### src/rtl/vlm_pkg.sv
// Shared constants of the frame latency meter: register word indices,
// status bit positions and AXI response codes.
package vlm_pkg;
    localparam int REG_W = 32;

    // Word index of each register (byte offset divided by four).
    localparam logic [2:0] IDX_CTRL   = 3'd0;
    localparam logic [2:0] IDX_STATUS = 3'd1;
    localparam logic [2:0] IDX_TIMER  = 3'd2;
    localparam logic [2:0] IDX_LAST   = 3'd3;
    localparam logic [2:0] IDX_MIN    = 3'd4;
    localparam logic [2:0] IDX_MAX    = 3'd5;
    localparam logic [2:0] IDX_FRAMES = 3'd6;

    // Bit positions inside control and status.
    localparam int CTRL_EN_BIT  = 0;
    localparam int CTRL_CLR_BIT = 1;
    localparam int STAT_OVF_BIT = 0;
    localparam int STAT_UNF_BIT = 1;

    localparam logic [1:0] RESP_OKAY = 2'b00;

    // Identifies which tap a frame-start detector watches.
    typedef enum logic {
        TAP_IN  = 1'b0,
        TAP_OUT = 1'b1
    } tap_e;
endpackage

### src/rtl/vlm_sof_detect.sv
// Frame-start detector for one AXI4-Stream tap.
// Produces a single-cycle strobe when a handshake beat carries the
// start-of-frame user bit (bit 0) and measurement is enabled.
// Assumes the tap signals are synchronous to clk; no state is held.
module vlm_sof_detect #(
    parameter int USER_W = 1
) (
    input  logic              enable,
    input  logic              tvalid,
    input  logic              tready,
    input  logic [USER_W-1:0] tuser,
    output logic              sof
);
    // Purpose: a completed beat flagged as the first of a frame.
    always_comb begin
        sof = enable & tvalid & tready & tuser[0];
    end

    if (USER_W > 1) begin : g_unused_user
        logic unused_user;
        // Purpose: upper user bits carry no meaning here.
        assign unused_user = ^tuser[USER_W-1:1];
    end
endmodule

### src/rtl/vlm_ts_fifo.sv
// Pending-timestamp queue: first-in first-out storage of DEPTH words.
// The owner decides when a push or pop is legal; this module only
// requires that pop is never raised while empty, and push never while
// full unless pop is raised in the same cycle. DEPTH is a power of two.
module vlm_ts_fifo #(
    parameter int W     = 32,
    parameter int DEPTH = 4
) (
    input  logic                     clk,
    input  logic                     rst_n,
    input  logic                     push,
    input  logic                     pop,
    input  logic [W-1:0]             din,
    output logic [W-1:0]             dout,
    output logic                     full,
    output logic                     empty,
    output logic [$clog2(DEPTH):0]   level
);
    localparam int PTR_W = (DEPTH > 1) ? $clog2(DEPTH) : 1;
    localparam int LVL_W = $clog2(DEPTH) + 1;

    logic [W-1:0]     mem [DEPTH];
    logic [PTR_W-1:0] wr_ptr;
    logic [PTR_W-1:0] rd_ptr;
    logic [LVL_W-1:0] fill;

    // Purpose: expose occupancy and the head entry.
    always_comb begin
        full  = (fill == LVL_W'(DEPTH));
        empty = (fill == '0);
        level = fill;
        dout  = mem[rd_ptr];
    end

    // Purpose: store pushed words at the write pointer.
    always_ff @(posedge clk) begin
        if (push) begin
            mem[wr_ptr] <= din;
        end
    end

    // Purpose: advance pointers and track the fill level.
    always_ff @(posedge clk) begin
        if (!rst_n) begin
            wr_ptr <= '0;
            rd_ptr <= '0;
            fill   <= '0;
        end else begin
            if (push) begin
                wr_ptr <= (wr_ptr == PTR_W'(DEPTH - 1)) ? '0 : wr_ptr + 1'b1;
            end
            if (pop) begin
                rd_ptr <= (rd_ptr == PTR_W'(DEPTH - 1)) ? '0 : rd_ptr + 1'b1;
            end
            case ({push, pop})
                2'b10:   fill <= fill + 1'b1;
                2'b01:   fill <= fill - 1'b1;
                default: fill <= fill;
            endcase
        end
    end
endmodule

### src/rtl/vlm_stats.sv
// Latency statistics: last, minimum, maximum and completed-frame count.
// A clear request restores the reset values of minimum, maximum and
// count and takes priority over a sample arriving in the same cycle;
// the last-latency register still takes that sample.
module vlm_stats #(
    parameter int W       = 32,
    parameter int FRAME_W = 32
) (
    input  logic               clk,
    input  logic               rst_n,
    input  logic               clr,
    input  logic               rec,
    input  logic [W-1:0]       lat,
    output logic [W-1:0]       last_lat,
    output logic [W-1:0]       min_lat,
    output logic [W-1:0]       max_lat,
    output logic [FRAME_W-1:0] frames
);
    // Purpose: hold the most recent latency.
    always_ff @(posedge clk) begin
        if (!rst_n) begin
            last_lat <= '0;
        end else if (rec) begin
            last_lat <= lat;
        end
    end

    // Purpose: running extremes and frame count, with clear priority.
    always_ff @(posedge clk) begin
        if (!rst_n || clr) begin
            min_lat <= '1;
            max_lat <= '0;
            frames  <= '0;
        end else if (rec) begin
            if (lat < min_lat) min_lat <= lat;
            if (lat > max_lat) max_lat <= lat;
            frames <= frames + 1'b1;
        end
    end
endmodule

### src/rtl/vlm_axil_regs.sv
// AXI4-Lite slave register file of the latency meter.
// Accepts a write when address and data are both valid and no response
// is pending; accepts a read when no read data is pending. Read data is
// registered, so it follows the address handshake by one cycle.
// Holds the control enable and the sticky error flags.
module vlm_axil_regs #(
    parameter int ADDR_W  = 5,
    parameter int CNT_W   = 32,
    parameter int FRAME_W = 32
) (
    input  logic               clk,
    input  logic               rst_n,
    input  logic [ADDR_W-1:0]  s_awaddr,
    input  logic               s_awvalid,
    output logic               s_awready,
    input  logic [31:0]        s_wdata,
    input  logic [3:0]         s_wstrb,
    input  logic               s_wvalid,
    output logic               s_wready,
    output logic [1:0]         s_bresp,
    output logic               s_bvalid,
    input  logic               s_bready,
    input  logic [ADDR_W-1:0]  s_araddr,
    input  logic               s_arvalid,
    output logic               s_arready,
    output logic [31:0]        s_rdata,
    output logic [1:0]         s_rresp,
    output logic               s_rvalid,
    input  logic               s_rready,
    input  logic [CNT_W-1:0]   timer,
    input  logic [CNT_W-1:0]   last_lat,
    input  logic [CNT_W-1:0]   min_lat,
    input  logic [CNT_W-1:0]   max_lat,
    input  logic [FRAME_W-1:0] frames,
    input  logic               ovf_evt,
    input  logic               unf_evt,
    output logic               enable,
    output logic               stats_clr,
    output logic               ovf_flag,
    output logic               unf_flag
);
    import vlm_pkg::*;

    localparam int IDX_W = ADDR_W - 2;

    logic             wr_fire;
    logic             rd_fire;
    logic [IDX_W-1:0] wr_idx;
    logic [IDX_W-1:0] rd_idx;
    logic             wr_ctrl;
    logic             wr_stat;
    logic [31:0]      rd_mux;

    // Purpose: handshake decode and register selection.
    always_comb begin
        wr_fire   = s_awvalid & s_wvalid & ~s_bvalid;
        s_awready = wr_fire;
        s_wready  = wr_fire;
        rd_fire   = s_arvalid & ~s_rvalid;
        s_arready = ~s_rvalid;
        wr_idx    = s_awaddr[ADDR_W-1:2];
        rd_idx    = s_araddr[ADDR_W-1:2];
        wr_ctrl   = wr_fire & s_wstrb[0] & (wr_idx == IDX_W'(IDX_CTRL));
        wr_stat   = wr_fire & s_wstrb[0] & (wr_idx == IDX_W'(IDX_STATUS));
        stats_clr = wr_ctrl & s_wdata[CTRL_CLR_BIT];
        s_bresp   = RESP_OKAY;
        s_rresp   = RESP_OKAY;
    end

    // Purpose: read data selection, zero-extending narrow values.
    always_comb begin
        rd_mux = '0;
        case (rd_idx)
            IDX_W'(IDX_CTRL):   rd_mux[CTRL_EN_BIT] = enable;
            IDX_W'(IDX_STATUS): begin
                rd_mux[STAT_OVF_BIT] = ovf_flag;
                rd_mux[STAT_UNF_BIT] = unf_flag;
            end
            IDX_W'(IDX_TIMER):  rd_mux = 32'(timer);
            IDX_W'(IDX_LAST):   rd_mux = 32'(last_lat);
            IDX_W'(IDX_MIN):    rd_mux = 32'(min_lat);
            IDX_W'(IDX_MAX):    rd_mux = 32'(max_lat);
            IDX_W'(IDX_FRAMES): rd_mux = 32'(frames);
            default:            rd_mux = '0;
        endcase
    end

    // Purpose: enable bit of the control register.
    always_ff @(posedge clk) begin
        if (!rst_n) begin
            enable <= 1'b0;
        end else if (wr_ctrl) begin
            enable <= s_wdata[CTRL_EN_BIT];
        end
    end

    // Purpose: sticky error flags, set wins over write-1-to-clear.
    always_ff @(posedge clk) begin
        if (!rst_n) begin
            ovf_flag <= 1'b0;
            unf_flag <= 1'b0;
        end else begin
            ovf_flag <= ovf_evt | (ovf_flag & ~(wr_stat & s_wdata[STAT_OVF_BIT]));
            unf_flag <= unf_evt | (unf_flag & ~(wr_stat & s_wdata[STAT_UNF_BIT]));
        end
    end

    // Purpose: write response channel.
    always_ff @(posedge clk) begin
        if (!rst_n) begin
            s_bvalid <= 1'b0;
        end else if (wr_fire) begin
            s_bvalid <= 1'b1;
        end else if (s_bready) begin
            s_bvalid <= 1'b0;
        end
    end

    // Purpose: read data channel with registered data.
    always_ff @(posedge clk) begin
        if (!rst_n) begin
            s_rvalid <= 1'b0;
            s_rdata  <= '0;
        end else if (rd_fire) begin
            s_rvalid <= 1'b1;
            s_rdata  <= rd_mux;
        end else if (s_rready) begin
            s_rvalid <= 1'b0;
        end
    end

    logic unused_bits;
    // Purpose: sink for address and data bits with no function.
    assign unused_bits = ^{s_awaddr[1:0], s_araddr[1:0], s_wstrb[3:1],
                           s_wdata[31:2]};
endmodule

### src/rtl/vid_latency_meter.sv
// Video frame transit latency meter (top).
// Runs a free-running CNT_W-bit time base, pairs frame starts seen on
// an input and an output AXI4-Stream tap through a DEPTH-entry queue
// of pending timestamps, and publishes statistics on AXI4-Lite.
// Assumes one clock domain for taps and bus; CNT_W <= 32; ADDR_W >= 5.
module vid_latency_meter #(
    parameter int CNT_W   = 32,
    parameter int DEPTH   = 4,
    parameter int USER_W  = 1,
    parameter int ADDR_W  = 5,
    parameter int FRAME_W = 32
) (
    input  logic              clk,
    input  logic              rst_n,
    input  logic              in_tvalid,
    input  logic              in_tready,
    input  logic [USER_W-1:0] in_tuser,
    input  logic              out_tvalid,
    input  logic              out_tready,
    input  logic [USER_W-1:0] out_tuser,
    input  logic [ADDR_W-1:0] s_awaddr,
    input  logic              s_awvalid,
    output logic              s_awready,
    input  logic [31:0]       s_wdata,
    input  logic [3:0]        s_wstrb,
    input  logic              s_wvalid,
    output logic              s_wready,
    output logic [1:0]        s_bresp,
    output logic              s_bvalid,
    input  logic              s_bready,
    input  logic [ADDR_W-1:0] s_araddr,
    input  logic              s_arvalid,
    output logic              s_arready,
    output logic [31:0]       s_rdata,
    output logic [1:0]        s_rresp,
    output logic              s_rvalid,
    input  logic              s_rready
);
    import vlm_pkg::*;

    localparam int LVL_W  = $clog2(DEPTH) + 1;
    localparam int N_TAPS = 2;

    logic [CNT_W-1:0]   timer;
    logic               enable;
    logic               stats_clr;
    logic               ovf_flag;
    logic               unf_flag;
    logic [N_TAPS-1:0]  tap_valid;
    logic [N_TAPS-1:0]  tap_ready;
    logic [USER_W-1:0]  tap_user [N_TAPS];
    logic [N_TAPS-1:0]  tap_sof;
    logic               in_sof;
    logic               out_sof;
    logic               q_push;
    logic               q_pop;
    logic               q_full;
    logic               q_empty;
    logic [CNT_W-1:0]   q_head;
    logic [LVL_W-1:0]   q_level;
    logic [CNT_W-1:0]   latency;
    logic               ovf_evt;
    logic               unf_evt;
    logic [CNT_W-1:0]   last_lat;
    logic [CNT_W-1:0]   min_lat;
    logic [CNT_W-1:0]   max_lat;
    logic [FRAME_W-1:0] frames;

    // Purpose: free-running time base, wraps modulo 2^CNT_W.
    always_ff @(posedge clk) begin
        if (!rst_n) begin
            timer <= '0;
        end else begin
            timer <= timer + 1'b1;
        end
    end

    // Purpose: gather both taps into indexed arrays.
    always_comb begin
        tap_valid[TAP_IN]  = in_tvalid;
        tap_ready[TAP_IN]  = in_tready;
        tap_user[TAP_IN]   = in_tuser;
        tap_valid[TAP_OUT] = out_tvalid;
        tap_ready[TAP_OUT] = out_tready;
        tap_user[TAP_OUT]  = out_tuser;
    end

    for (genvar t = 0; t < N_TAPS; t++) begin : g_tap
        vlm_sof_detect #(.USER_W(USER_W)) u_sof (
            .enable (enable),
            .tvalid (tap_valid[t]),
            .tready (tap_ready[t]),
            .tuser  (tap_user[t]),
            .sof    (tap_sof[t])
        );
    end

    // Purpose: queue control, latency and error events.
    always_comb begin
        in_sof  = tap_sof[TAP_IN];
        out_sof = tap_sof[TAP_OUT];
        q_pop   = out_sof & ~q_empty;
        q_push  = in_sof & (~q_full | q_pop);
        ovf_evt = in_sof & q_full & ~q_pop;
        unf_evt = out_sof & q_empty;
        latency = timer - q_head;
    end

    vlm_ts_fifo #(.W(CNT_W), .DEPTH(DEPTH)) u_queue (
        .clk   (clk),
        .rst_n (rst_n),
        .push  (q_push),
        .pop   (q_pop),
        .din   (timer),
        .dout  (q_head),
        .full  (q_full),
        .empty (q_empty),
        .level (q_level)
    );

    vlm_stats #(.W(CNT_W), .FRAME_W(FRAME_W)) u_stats (
        .clk      (clk),
        .rst_n    (rst_n),
        .clr      (stats_clr),
        .rec      (q_pop),
        .lat      (latency),
        .last_lat (last_lat),
        .min_lat  (min_lat),
        .max_lat  (max_lat),
        .frames   (frames)
    );

    vlm_axil_regs #(.ADDR_W(ADDR_W), .CNT_W(CNT_W), .FRAME_W(FRAME_W)) u_regs (
        .clk       (clk),
        .rst_n     (rst_n),
        .s_awaddr  (s_awaddr),
        .s_awvalid (s_awvalid),
        .s_awready (s_awready),
        .s_wdata   (s_wdata),
        .s_wstrb   (s_wstrb),
        .s_wvalid  (s_wvalid),
        .s_wready  (s_wready),
        .s_bresp   (s_bresp),
        .s_bvalid  (s_bvalid),
        .s_bready  (s_bready),
        .s_araddr  (s_araddr),
        .s_arvalid (s_arvalid),
        .s_arready (s_arready),
        .s_rdata   (s_rdata),
        .s_rresp   (s_rresp),
        .s_rvalid  (s_rvalid),
        .s_rready  (s_rready),
        .timer     (timer),
        .last_lat  (last_lat),
        .min_lat   (min_lat),
        .max_lat   (max_lat),
        .frames    (frames),
        .ovf_evt   (ovf_evt),
        .unf_evt   (unf_evt),
        .enable    (enable),
        .stats_clr (stats_clr),
        .ovf_flag  (ovf_flag),
        .unf_flag  (unf_flag)
    );
endmodule

### config.mk
export PLATFORM = sky130hd
export DESIGN_NAME = vid_latency_meter
export DESIGN_NICKNAME = d
export VERILOG_FILES = /design/src/rtl/vlm_pkg.sv /design/src/rtl/vlm_sof_detect.sv /design/src/rtl/vlm_ts_fifo.sv /design/src/rtl/vlm_stats.sv /design/src/rtl/vlm_axil_regs.sv /design/src/rtl/vid_latency_meter.sv
export SDC_FILE = /design/constraint.sdc
export NUM_CORES = 1
export LEC_CHECK = 0
export BUFFER_PORTS_ARGS = -buffer_cell sky130_fd_sc_hd__clkbuf_2
export CAP_MARGIN = 20
export CORE_MARGIN = 2
export CORE_UTILIZATION = 41
export CTS_CLUSTER_DIAMETER = 120
export DETAILED_ROUTE_END_ITERATION = 6
export GPL_TIMING_DRIVEN = 0
export HOLD_SLACK_MARGIN = 0.03
export PLACE_DENSITY = 0.59
export SYNTH_ARGS = -nofsm -noshare
export SYNTH_HDL_FRONTEND = slang
export SYNTH_SLANG_ARGS = --single-unit
### constraint.sdc
create_clock -name clk -period 14.8 [get_ports clk]
set_input_delay 1.48 -clock clk [delete_from_list [all_inputs] [get_ports clk]]
set_output_delay 1.48 -clock clk [all_outputs]
set_load 0.01 [all_outputs]
### After elaboration in Yosys (flattened, before gate mapping)

Memories as Yosys holds them, arrays and structs flattened. A register that Yosys moved wholly into a read port is not among the register bits.
Index checks and enable logic that the tools add are counted.

| storage, ports and cells | value |
|---|---|
| ROM bits | 0 |
| memories | 1 |
| flip-flop bits (word level) | 204 |
| output and inout port bits | 41 |
| bits in writable memories | 128 |
| bits in latches | 0 |

Memories:

| name | depth | bits a word | rd ports | clocked after memory_dff | write ports | RTL line | text |
|---|---|---|---|---|---|---|---|
| u_queue.mem | 4 | 32 | 1 | 1 | 1 | vlm_ts_fifo.sv:22 | `logic [W-1:0] mem [DEPTH];` |

| operators by class | value |
|---|---|
| div/mod/pow operators | 0 |
| bitwise logic cells | 32 |
| shifts and indexed selects | 0 |
| reductions and logical operators | 10 |
| mux-type cells | 14 |
| $mul | 0 |
| add/subtract/negate cells | 7 |
| $lt $le $gt $ge | 2 |
| equal/unequal tests | 12 |

Operator list:

| operator | number |
|---|---|
| case mux 30 bit (5 select lines) | 1 |
| adder 32 x 1 -> 32 bit, second input constant | 2 |
| > comparator 32 bit | 1 |
| less-than comparator 32 bit | 1 |
| subtractor 32 bit | 1 |
| AND 1 bit | 22 |
| == test 3 bit, second input constant | 4 |
| zero test 3 bit | 3 |
| two-way mux 2 bit | 4 |
| inverter 1 bit | 7 |
| case mux 1 bit (7 select lines) | 1 |
| == test 2 bit, second input constant | 3 |
| == test 3 x 1 -> 1 bit, second input constant | 2 |
| == test 3 x 2 -> 1 bit, second input constant | 2 |
| two-way mux 1 bit | 6 |
| case mux 1 bit (6 select lines) | 1 |
| case mux 3 bit (2 select lines) | 1 |
| nonzero test 2 bit | 3 |
| adder 2 x 1 -> 2 bit, second input constant | 2 |
| AND reduction 2 bit | 2 |
| adder 3 x 1 -> 3 bit, second input constant | 1 |
| bitwise OR 1 bit | 3 |
| subtractor 3 x 1 -> 3 bit, second input constant | 1 |
| == test 2 x 1 -> 1 bit, second input constant | 1 |
| 2 further kinds | 2 |

### Logic depth before layout (Yosys ltp)

| logic depth | value |
|---|---|
| depth after elaboration | 8 |
| depth in mapped cells | 26 |

### Modules after synthesis

Synthesis repeated with hierarchy kept, for this count alone.

| second synthesis, totals | value |
|---|---|
| cells, all modules | 1697 |
| area, all modules | 17777.0 µm² |

Modules (own cells, without submodules):

| module | cells each | area an instance (µm²) | times used |
|---|---|---|---|
| vlm_stats | 763 | 6774.0 | 1 |
| vlm_ts_fifo | 214 | 5122.4 | 1 |
| vid_latency_meter | 427 | 3248.1 | 1 |
| vlm_axil_regs | 291 | 2615.0 | 1 |
| vlm_sof_detect | 1 | 8.8 | 2 |

### Least setup slack after synthesis

Ideal clock, no wire load.

| timing | value |
|---|---|
| path type | reg2reg |
| start | register with a tool-made name |
| end | register u_stats.max_lat[13] |
| required time | 14.672 ns |
| path slack | 9.258 ns |
| data arrival time | 5.414 ns |
| library setup time | 0.128 ns |
| buffers on the path | 4 |
| stages on the path, launching flop included | 26 |
| clock period less this slack | 5.542 ns |
| cell sequence | dfxtp_1 clkbuf_1 buf_1 mux4_2 ha_1 fa_1 nor2b_1 o2111ai_1 a21boi_1 a311oi_1 nor3_1 nand2b_1 a21boi_1 xor2_1 inv_1 ha_1 nand2_1 nor3_1 nand2_1 a31o_2 nand3_1 and3_1 buf_2 buf_2 mux2i_1 nor2_1 |

RTL lines:

| item | RTL line | text |
|---|---|---|
| end signal: assignment | vlm_stats.sv:36 | `if (lat > max_lat) max_lat <= lat;` |
| end: declaration | vlm_stats.sv:16 | `output logic [W-1:0] max_lat,` |

==> impl_results.md <==
* Routed Antenna Nets at 0
* Largest net degree at the start of global routing at 31
* Hold Fails Final Rpt at 0
* Drt total wl at 49260 um
* Post-synthesis instance total at 1729
* First-pass GRT wire length at 76230 um
* Post-synth top flop: dfxtp_1
* Global route overflow at 0
* Core Footprint at 0.04092 sq mm
* Area leader, netlist: dfxtp_1
* Vias after detailed routing at 13230
* Postcts setup bufs at 0
* Top post-synthesis cells by area: dfxtp_1 24%, edfxtp_1 23%, ha_1 7.4%
* First drt pass iteration count at 6
* Total CTS buffers at 37
* TNS Setup at 0 ns
* CTS Root Cell: clkbuf_16
* Sequential fraction of the synthesis area at 46.77%
* Hold_ws at 0.4757 ns
* Fin nets at 1993
* Max H-tree Level at 2
* Initial antenna violation count at 0
* Post-synthesis register bit count at 334
* RSZ-0062 raised after global routing: no
* Req. time, crit path at 15.19 ns
* # hold bufs at CTS at 0
* Initial core utilization at 41.63%
* Slew @ Worst Pin at 1.083 ns
* Nature of the critical path startpoint: register
* Max cap viols at 0
* CTS tree: done
* CP Capture Type: register
* Synth Area in Compound Gates at 14.70%
* Crit Path Max Fanout at 10
* Gp weighted congestion at 0.9728
* Synth Area in Simple Gates at 14.65%
* Avg WL per Cell at 20.60 um
* Max IR drop VDD at 0.07632 mV
* Mux contribution to synthesized area at 7.029%
* Min Tclk post-route at 7.601 ns
* Post-synthesis average cell area at 9.853 sq um
* Critical setup path kind: reg -> reg
* # port buffers at 55
* Drt via density at 5.535
* Critical Path AT at 7.99 ns
* Final max-slew violation count at 0
* Later-pin clock latency in the skew report at 0.55 ns
* Fmax at 131.6 MHz
* Worst-case clock buffer depth at 3
* Unique masters post-synth at 62
* CTS resizes at 0
* Boundary Pins at 100
* Rows at 74
* Async SR Flop Fraction at 0%
* EDFF count, synth at 128
* Fin crit share at 51.36%
* Status: completed
* Pleak at 7.540 nW
* Width of the die at 207.8 um
* Synth Area in XOR/XNOR at 4.370%
* Synth top area share at 24.21%
* Vias in the first global route at 13000
* Slew HR at 27.56%
* Largest family of logic cells by synthesized area: compound AO/OA/AOI/OAI gates
* Synth top cells by count: 206 x dfxtp_1, 206 x nand2_1, 134 x nor2_1, 128 x edfxtp_1, 114 x inv_1
* Tightest Hold Check Type: reg -> reg
* Layout cell share with drive strength beyond 1 at 9.844%
* Final HPWL DP at 36590 um
* # diodes at 0
* P&R area growth vs syn at 13.34%
* Sink Count at 334
* Layout Skew at 0.02726 ns
* Reg clk slew, reported paths at 0.07 ns
* GRT Total Usage at 22.70%
* Iter 0 DRT Violations at 1167
* Die area at 0.04320 sq mm
* DIE HEIGHT at 207.8 um
* Adder-cell area share of the yosys netlist at 7.653%
* DRC Markers at 0
* Final setup violation count at 0
* Post-layout util at 47.18%
* PD cells at 102.4 mW/mm^2
* Synth Cell Area at 0.01704 sq mm
* Ys Warns at 0
[cell usage in the layout (no fill, tap or decap), types with 25 or more instances in the layout]
cell and instances:
nand2_1 206, a21oi_1 64, ha_1 101, o21ai_0 107
a21boi_0 29, and2_1 28, nand4_1 25, xor2_1 35
nor2_1 134, dfxtp_1 206, mux2i_1 42, clkbuf_1 72
clkbuf_16 39, inv_1 114, clkbuf_2 55, edfxtp_1 128
mux4_2 33, o21ai_1 32, nand3_1 44, nor2b_1 28
xnor2_1 50
[report_power, final]
group          switching (mW)  internal (mW)
registers             0.00620          0.956
logic                  0.0599         0.0280
clock network           0.378          0.550
total                   0.444           1.53
[sequential cells by signal, summed over array words and instances, names as in the netlist, named ones only]
| name | cells |
|---|---|
| u_stats.frames | 32 |
| timer | 32 |
| u_regs.s_rdata | 32 |
| u_regs.s_rvalid | 1 |
| u_stats.max_lat | 32 |
| u_stats.last_lat | 32 |
| u_regs.ovf_flag | 1 |
| u_queue.level | 3 |
| u_regs.s_bvalid | 1 |
| u_stats.min_lat | 32 |
| u_regs.unf_flag | 1 |
| u_regs.enable | 1 |
| u_queue.mem | 128 |
| u_queue.rd_ptr | 2 |
| u_queue.wr_ptr | 2 |
[layer usage]
metal	routed length [um]	share of wire (%)	GRT usage (%)
met1	22830	46	31.93
met2	22630	46	36.80
met3	2490	5.1	2.511
met4	1305	2.6	6.921
met5	0	0	0
[worst max-delay path, stage by stage, from the launching register on]
cell,delay (ns)
dfxtp_1,0.31
clkbuf_1,0.39
buf_1,0.72
mux4_2,0.59
inv_1,0.10
ha_1,0.22
clkbuf_1,0.21
a21o_1,0.25
a311oi_1,0.34
nand2_1,0.10
a311oi_1,0.39
nor3_1,0.17
nand2b_1,0.20
a21boi_1,0.19
xor2_1,0.58
inv_1,0.16
ha_1,0.32
nand2_1,0.06
nor3_1,0.56
nand2_1,0.13
a31o_2,0.23
nand3_1,0.07
and3_1,0.15
buf_2,0.33
buf_2,0.40
mux2i_1,0.23
nor2_1,0.06
[logic make-up after synthesis]
kind of cell	count (synthesis)
AND/OR/NAND/NOR	538
AO/OA/AOI/OAI	382
flip-flops	334
buffers and inverters	208
adder cells (fa/ha/maj)	103
XOR/XNOR	85
multiplexers	78
other	1
[cell type report]
class,instances,area (sq um)
fill,3894,21620
multi-input combinational,1190,8265
buffer,94,390.4
tap,532,665.6
clock inverter,19,180.2
sequential,334,7968
timing repair buffer,60,370.4
clock buffer,48,1040
inverter,114,427.9
[metrics by stage]
step / power, mW / setup slack (ns) / instance area [sq um] / std cells
finish: 1.978 / 7.199 / 19310 / 2391
global route: 2.034 / 6.553 / 19310 / 2391
CTS: 1.992 / 7.150 / 19310 / 2391
detailed placement: 1.068 / 7.203 / 18090 / 2324
global placement: 1.068 / 6.923 / 17990 / 2319
floorplan: 1.029 / 9.258 / 17050 / 1732
[worst paths after layout]
path | startpoint | end | slack [ns] | cells after the start
worst max-delay path | register | u_stats.max_lat[23] | 7.20 | 26
worst min-delay path | u_stats.last_lat[8] | u_stats.last_lat[8] | 0.48 | 2
worst max register to register | register | u_stats.max_lat[23] | 7.20 | 26
worst min register to register | u_stats.last_lat[8] | u_stats.last_lat[8] | 0.48 | 2
(Power assumes the default switching activity.)
